File: src/rtl/clk_tree_pkg.sv
package clk_tree_pkg;

  // Counter width able to hold 0 .. n-1, never less than one bit.
  function automatic int cnt_width(input int n);
    return (n <= 2) ? 1 : $clog2(n);
  endfunction

endpackage

File: src/rtl/clkdiv_asym.sv
// Divider with programmable low/high split. The counter advances only on
// cycles where adv_i is high, so the same block serves as a direct
// divider of the fast clock or as a secondary divider fed by another
// divider's tick.
module clkdiv_asym #(
  parameter int DIV = 8,
  parameter int LOW = 4
) (
  input  logic clk,
  input  logic rst,
  input  logic adv_i,
  output logic div_o,
  output logic en_o
);
  localparam int CW = clk_tree_pkg::cnt_width(DIV);
  localparam logic [CW-1:0] LAST  = CW'(DIV - 1);
  localparam logic [CW-1:0] HI_AT = CW'(LOW);

  logic [CW-1:0] cnt_q;
  logic [CW-1:0] cnt_d;

  always_comb begin
    cnt_d = cnt_q;
    if (adv_i) begin
      cnt_d = (cnt_q == LAST) ? '0 : cnt_q + 1'b1;
    end
  end

  always_ff @(posedge clk) begin
    if (rst) begin
      cnt_q <= '0;
      div_o <= 1'b0;
      en_o  <= 1'b0;
    end else begin
      cnt_q <= cnt_d;
      div_o <= (cnt_d >= HI_AT);
      en_o  <= adv_i && (cnt_d == HI_AT);
    end
  end
endmodule

File: src/rtl/clkdiv_odd50.sv
// Odd-ratio divider with 50% duty: a rising-edge pulse of (DIV-1)/2
// cycles is ORed with a copy of itself delayed by half a fast cycle.
module clkdiv_odd50 #(
  parameter int DIV = 3
) (
  input  logic clk,
  input  logic rst,
  output logic div_o,
  output logic en_o,
  output logic tick_o
);
  localparam int CW = clk_tree_pkg::cnt_width(DIV);
  localparam logic [CW-1:0] LAST   = CW'(DIV - 1);
  localparam logic [CW-1:0] HI_LEN = CW'((DIV - 1) / 2);

  logic [CW-1:0] cnt_q;
  logic [CW-1:0] cnt_d;
  logic          pos_q;
  logic          neg_q;

  always_comb cnt_d = (cnt_q == LAST) ? '0 : cnt_q + 1'b1;

  // High in the fast cycle whose closing edge starts a new output period.
  assign tick_o = !rst && (cnt_q == LAST);

  always_ff @(posedge clk) begin
    if (rst) begin
      cnt_q <= '0;
      pos_q <= 1'b0;
      en_o  <= 1'b0;
    end else begin
      cnt_q <= cnt_d;
      pos_q <= (cnt_d < HI_LEN);
      en_o  <= (cnt_d == '0);
    end
  end

  always_ff @(negedge clk) begin
    if (rst) begin
      neg_q <= 1'b0;
    end else begin
      neg_q <= pos_q;
    end
  end

  assign div_o = pos_q | neg_q;
endmodule

File: src/rtl/clk_tree_gen.sv
module clk_tree_gen #(
  parameter int SER_DIV = 8,
  parameter int CPU_DIV = 3,
  parameter int E_DIV   = 10,
  parameter int E_LOW   = 6
) (
  input  logic clk,
  input  logic rst,
  output logic ser_clk,
  output logic ser_en,
  output logic cpu_clk,
  output logic cpu_en,
  output logic e_clk,
  output logic e_en
);
  localparam int SER_LOW = SER_DIV / 2;

  logic cpu_tick;

  clkdiv_asym #(.DIV(SER_DIV), .LOW(SER_LOW)) u_ser (
    .clk   (clk),
    .rst   (rst),
    .adv_i (1'b1),
    .div_o (ser_clk),
    .en_o  (ser_en)
  );

  clkdiv_odd50 #(.DIV(CPU_DIV)) u_cpu (
    .clk    (clk),
    .rst    (rst),
    .div_o  (cpu_clk),
    .en_o   (cpu_en),
    .tick_o (cpu_tick)
  );

  clkdiv_asym #(.DIV(E_DIV), .LOW(E_LOW)) u_e (
    .clk   (clk),
    .rst   (rst),
    .adv_i (cpu_tick),
    .div_o (e_clk),
    .en_o  (e_en)
  );
endmodule

File: config.mk
export PLATFORM = sky130hd
export DESIGN_NAME = clk_tree_gen
export DESIGN_NICKNAME = d
export VERILOG_FILES = /design/src/rtl/clk_tree_pkg.sv /design/src/rtl/clkdiv_asym.sv /design/src/rtl/clkdiv_odd50.sv /design/src/rtl/clk_tree_gen.sv
export SDC_FILE = /design/constraint.sdc
export NUM_CORES = 1
export LEC_CHECK = 0
export ABC_AREA = 0
export BUFFER_PORTS_ARGS = -buffer_cell sky130_fd_sc_hd__buf_4
export CAP_MARGIN = 20
export CELL_PAD_IN_SITES_DETAIL_PLACEMENT = 0
export CELL_PAD_IN_SITES_GLOBAL_PLACEMENT = 2
export CORE_MARGIN = 10
export CORE_UTILIZATION = 32
export DETAILED_ROUTE_END_ITERATION = 8
export PLACE_DENSITY = 0.79
export SLEW_MARGIN = 5
export SYNTH_ARGS = -nofsm -noshare
export SYNTH_HDL_FRONTEND = slang
export SYNTH_SLANG_ARGS = --single-unit
File: constraint.sdc
create_clock -name clk -period 1.2 [get_ports clk]
set_input_delay 0.12 -clock clk [delete_from_list [all_inputs] [get_ports clk]]
set_output_delay 0.12 -clock clk [all_outputs]
set_load 0.005 [all_outputs]
# [Word-level counts from Yosys, hierarchy flattened]
# Cells that the tools add are included.
[classes] mux=4 magnitude_cmp=3 n_bitwise=1 n_addsub=3 n_eq_ne=5 n_reduce_logical=4
[ops] operator="$mux 4" n=2
[ops] operator="$eq 3x3->1 const B" n=2
[ops] operator="$add 4x1->4 const B" n=1
[ops] operator="$eq 4x3->1 const B" n=1
[ops] operator="$eq 4x4->1 const B" n=1
[ops] operator="$ge 4x3->1 const B" n=1
[ops] operator="$add 3x1->3 const B" n=1
[ops] operator="$ge 3x3->1 const B" n=1
[ops] operator="$mux 3" n=1
[ops] operator="$add 2x1->2 const B" n=1
[ops] operator="$eq 2x2->1 const B" n=1
[ops] operator="$logic_and 1x1->1" n=2
[ops] operator="$logic_not 2->1" n=1
[ops] operator="$lt 2x1->1 const B" n=1
[ops] operator="$mux 2" n=1
[ops] operator="$logic_not 1->1" n=1
[ops] operator="$or 1x1->1" n=1
[word_totals] elab_cells=30 register_bits=16

# [Logic depth before layout (Yosys ltp)]
[depth] depth_word=5 ltp_mapped=4 mapped_depth_nobuf=3

# [Cells and area by module]
# A second synthesis with hierarchy kept.
[unflattened] cells_unflattened=60 hier_area_um2=585.6
[modules_own_cells] module="clkdiv_asym at u_e" area_per_inst_um2=257.7 cells_per_inst=28 n_inst=1 seq_area_each_um2=120.1
[modules_own_cells] module="clkdiv_asym at u_ser" area_per_inst_um2=201.4 cells_per_inst=20 n_inst=1 seq_area_each_um2=100.1
[modules_own_cells] module="clkdiv_odd50" area_per_inst_um2=122.6 cells_per_inst=11 n_inst=1 seq_area_each_um2=80.1
[modules_own_cells] module="clk_tree_gen" area_per_inst_um2=3.8 cells_per_inst=1 n_inst=1 seq_area_each_um2=0.0

==> impl_metrics.json <==
{
  "status": "finished with violations",
  "violations": "negative setup slack",
  "cpPeakStageDelay_ns": 0.28,
  "row_count": 14,
  "final.setup.tns_ns": -0.4619,
  "post-route-cell-area_um2": 663.1,
  "synth_area_leaders": "dfxtp_1, ha_1, nor2b_1",
  "ctsHtreeMaxLevel": 1,
  "synth.most_common_cell": "dfxtp_1",
  "hold_path_class": "input port to flip-flop",
  "synth_common_cells": "dfxtp_1, nor2b_1, inv_1",
  "crit_chain": "or2_4 > buf_6",
  "drive_gt1_share_pct": 26.98,
  "num_antenna_cells": 0,
  "die_w_um": 61.39,
  "nets": 69,
  "placed_area_um2": 621.8,
  "synth_seq_cells": 14,
  "grt_overflow": 0,
  "power_leakage_nw": 0.2790,
  "rr_worst_depth": 1,
  "rsz0062_at_grt": "yes",
  "numCtsBuffers": 3,
  "hold_viol": 0,
  "timing.final.ws_setup_ns": -0.4619,
  "finalMaxSlewViolations": 0,
  "hold_start": "rst",
  "grt_max_degree": 11,
  "path_clk_slew_ns": 0.09,
  "grt_usage_pct": 5.927,
  "critPathSlowestCell": "dfxtp_1",
  "synth-async-reset-ratio_pct": 0,
  "ys_warn_count": 0,
  "start_kind": "flip-flop",
  "grt_pass1_wl_um": 1607,
  "r2r_start": "u_cpu.en_o$_SDFF_PP0_",
  "avgSynthCellArea_um2": 10.34,
  "ir_drop_uv": 766.2,
  "slew_headroom_pct": 84.29,
  "via_per_inst": 4.810,
  "synth_top_area_share_pct": 51.14,
  "fin_skew_ns": 0.05509,
  "clkLatencyLatePin_ns": 0.33,
  "io_buffers": 7,
  "gp_congestion": 0.7313,
  "wl_um": 864,
  "clockRootBuffer": "clkbuf_4",
  "crit_start": "u_cpu.neg_q$_SDFF_NP0_",
  "synth_area_um2": 548.0,
  "r2r-end": "u_cpu.neg_q$_SDFF_NP0_",
  "drt-pass1-iter-count": 4,
  "grt_pass1_vias": 371,
  "ys_seq_area_share_pct": 51.14,
  "hold_depth": 2,
  "drtAntennaViolNets": 0,
  "worstPathRequired_ns": 1.08,
  "r2r_slack_ns": 0.10,
  "drt_iter0_drc": 4,
  "start_util_pct": 35.15,
  "fillCellCount": 160,
  "die_h_um": 61.39,
  "cap_viol_max_count": 0,
  "place_hpwl_um": 611.9,
  "cts_tree": "done",
  "synth-edff-count": 0,
  "cp_max_fo": 1,
  "dieArea_um2": 3768,
  "power_density_nw_per_um2": 1361,
  "tightest_slew_ns": 0.2332,
  "cp.arrival_ns": 1.54,
  "hold_path_end": "u_e.div_o$_SDFF_PP0_",
  "via_count": 380,
  "path_class": "flip-flop to output port",
  "hold_ws_ns": 0.03383,
  "crit_family": "flip-flops",
  "final_cell_count_no_fill": 79,
  "syn_nets": 58,
  "syn_inst": 53,
  "drc": 0,
  "dp_cells": 75,
  "critPathBufInv": 1,
  "clock-sinks": 14,
  "antenna_found_initial": 0,
  "clockBufferDepth": 2,
  "area_growth_pct": 21.00,
  "postCtsHoldBufs": 0,
  "worstSetupEndpointType": "output port",
  "pin_count": 8,
  "avgRoutedWirePerCell_um": 10.94,
  "yosys.area.top_type": "dfxtp_1",
  "setup_viol": 1,
  "synth_flop_cell": "dfxtp_1",
  "synth.distinct_cells": 24,
  "core_um2": 1559
}
==> flip-flops by register name (all words and copies together) (netlist names) <==
name         cells
u_e.cnt_q        4
u_ser.cnt_q      3
u_e.div_o        1
u_cpu.en_o       1
u_ser.en_o       1
u_cpu.cnt_q      2
u_e.en_o         1
u_cpu.neg_q      1
==> where the power goes <==
part	switching (W)	internal, W	total, W
Sequential	0.0000138	0.000485	0.000498
Combinational	0.0000214	0.0000349	0.0000563
Clock	0.000159	0.000189	0.000348
Total	0.000195	0.000708	0.000903
==> kinds of logic (layout without fill, tap and decap cells) <==
group / count (synthesis) / after routing / share of synthesized area, %
AO/OA/AOI/OAI: 8 / 8 / 11.64
XOR/XNOR: 1 / 1 / 1.598
AND/OR/NAND/NOR: 21 / 21 / 24.43
flip-flops: 14 / 14 / 51.14
adder cells (fa/ha/maj): 3 / 3 / 6.850
buffers and inverters: 6 / 16 / 4.336
==> stage by stage <==
stage          setup WS, ns  utilization [%]  total power, W
2_1_floorplan     -0.009542                -       0.0005519
3_3_place_gp        -0.1367            39.89       0.0005743
3_5_place_dp        -0.1348            39.89       0.0005757
4_1_cts             -0.4767            42.46       0.0009181
5_1_grt             -0.4973            42.54       0.0009467
6_report            -0.4619            42.54       0.0009027
==> worst max path at each step <==
stage                     slack, ns  endpoint  depth (start not counted)
after floorplan               -0.01   cpu_clk                          1
after detailed placement      -0.13   cpu_clk                          2
after CTS                     -0.48   cpu_clk                          2
after global placement        -0.14   cpu_clk                          2
after global routing          -0.50   cpu_clk                          2
final                         -0.46   cpu_clk                          2
==> final cells by class <==
cell class / count / area, um^2 / share of cell area, %
timing repair buffer: 8 / 63.81 / 9.623
tap: 16 / 20.02 / 3.019
sequential: 14 / 281.5 / 42.45
clock inverter: 1 / 3.754 / 0.5660
multi-input combinational: 33 / 246.5 / 37.17
inverter: 3 / 11.26 / 1.698
clock buffer: 4 / 36.28 / 5.472
==> layer usage <==
layer	GRT usage [%]	part of all wire, %	vias up
li1	-	-	203
met1	6.941	50	167
met2	8.136	42	8
met3	2.675	7.3	2
met4	4.777	1.2	0
met5	0	0	-
==> timing repair <==
action                     in CTS  in global routing
setup buffers                   0                  0
setup endpoints to repair       1                  2
resized for setup               1                  1
==> layout by cell type, fill, tap and decap left out, drive strengths merged <==
| cell type | instances |
|---|---|
| dfxtp | 14 |
| buf | 8 |
| nor2b | 6 |
| inv | 4 |
| clkbuf | 4 |
| ha | 3 |
| a21oi | 2 |
| nand3 | 2 |
| nor2 | 2 |
| nor3 | 2 |
| a211o | 2 |
| nand2 | 2 |
| o21ai | 2 |
| or2 | 1 |
| nand4bb | 1 |
| o31ai | 1 |
| and4bb | 1 |
| nand4 | 1 |
| and3 | 1 |
| a221oi | 1 |
| and2b | 1 |
| xnor2 | 1 |
| nor3b | 1 |
Note: power is estimated with default switching activity, not from simulation.
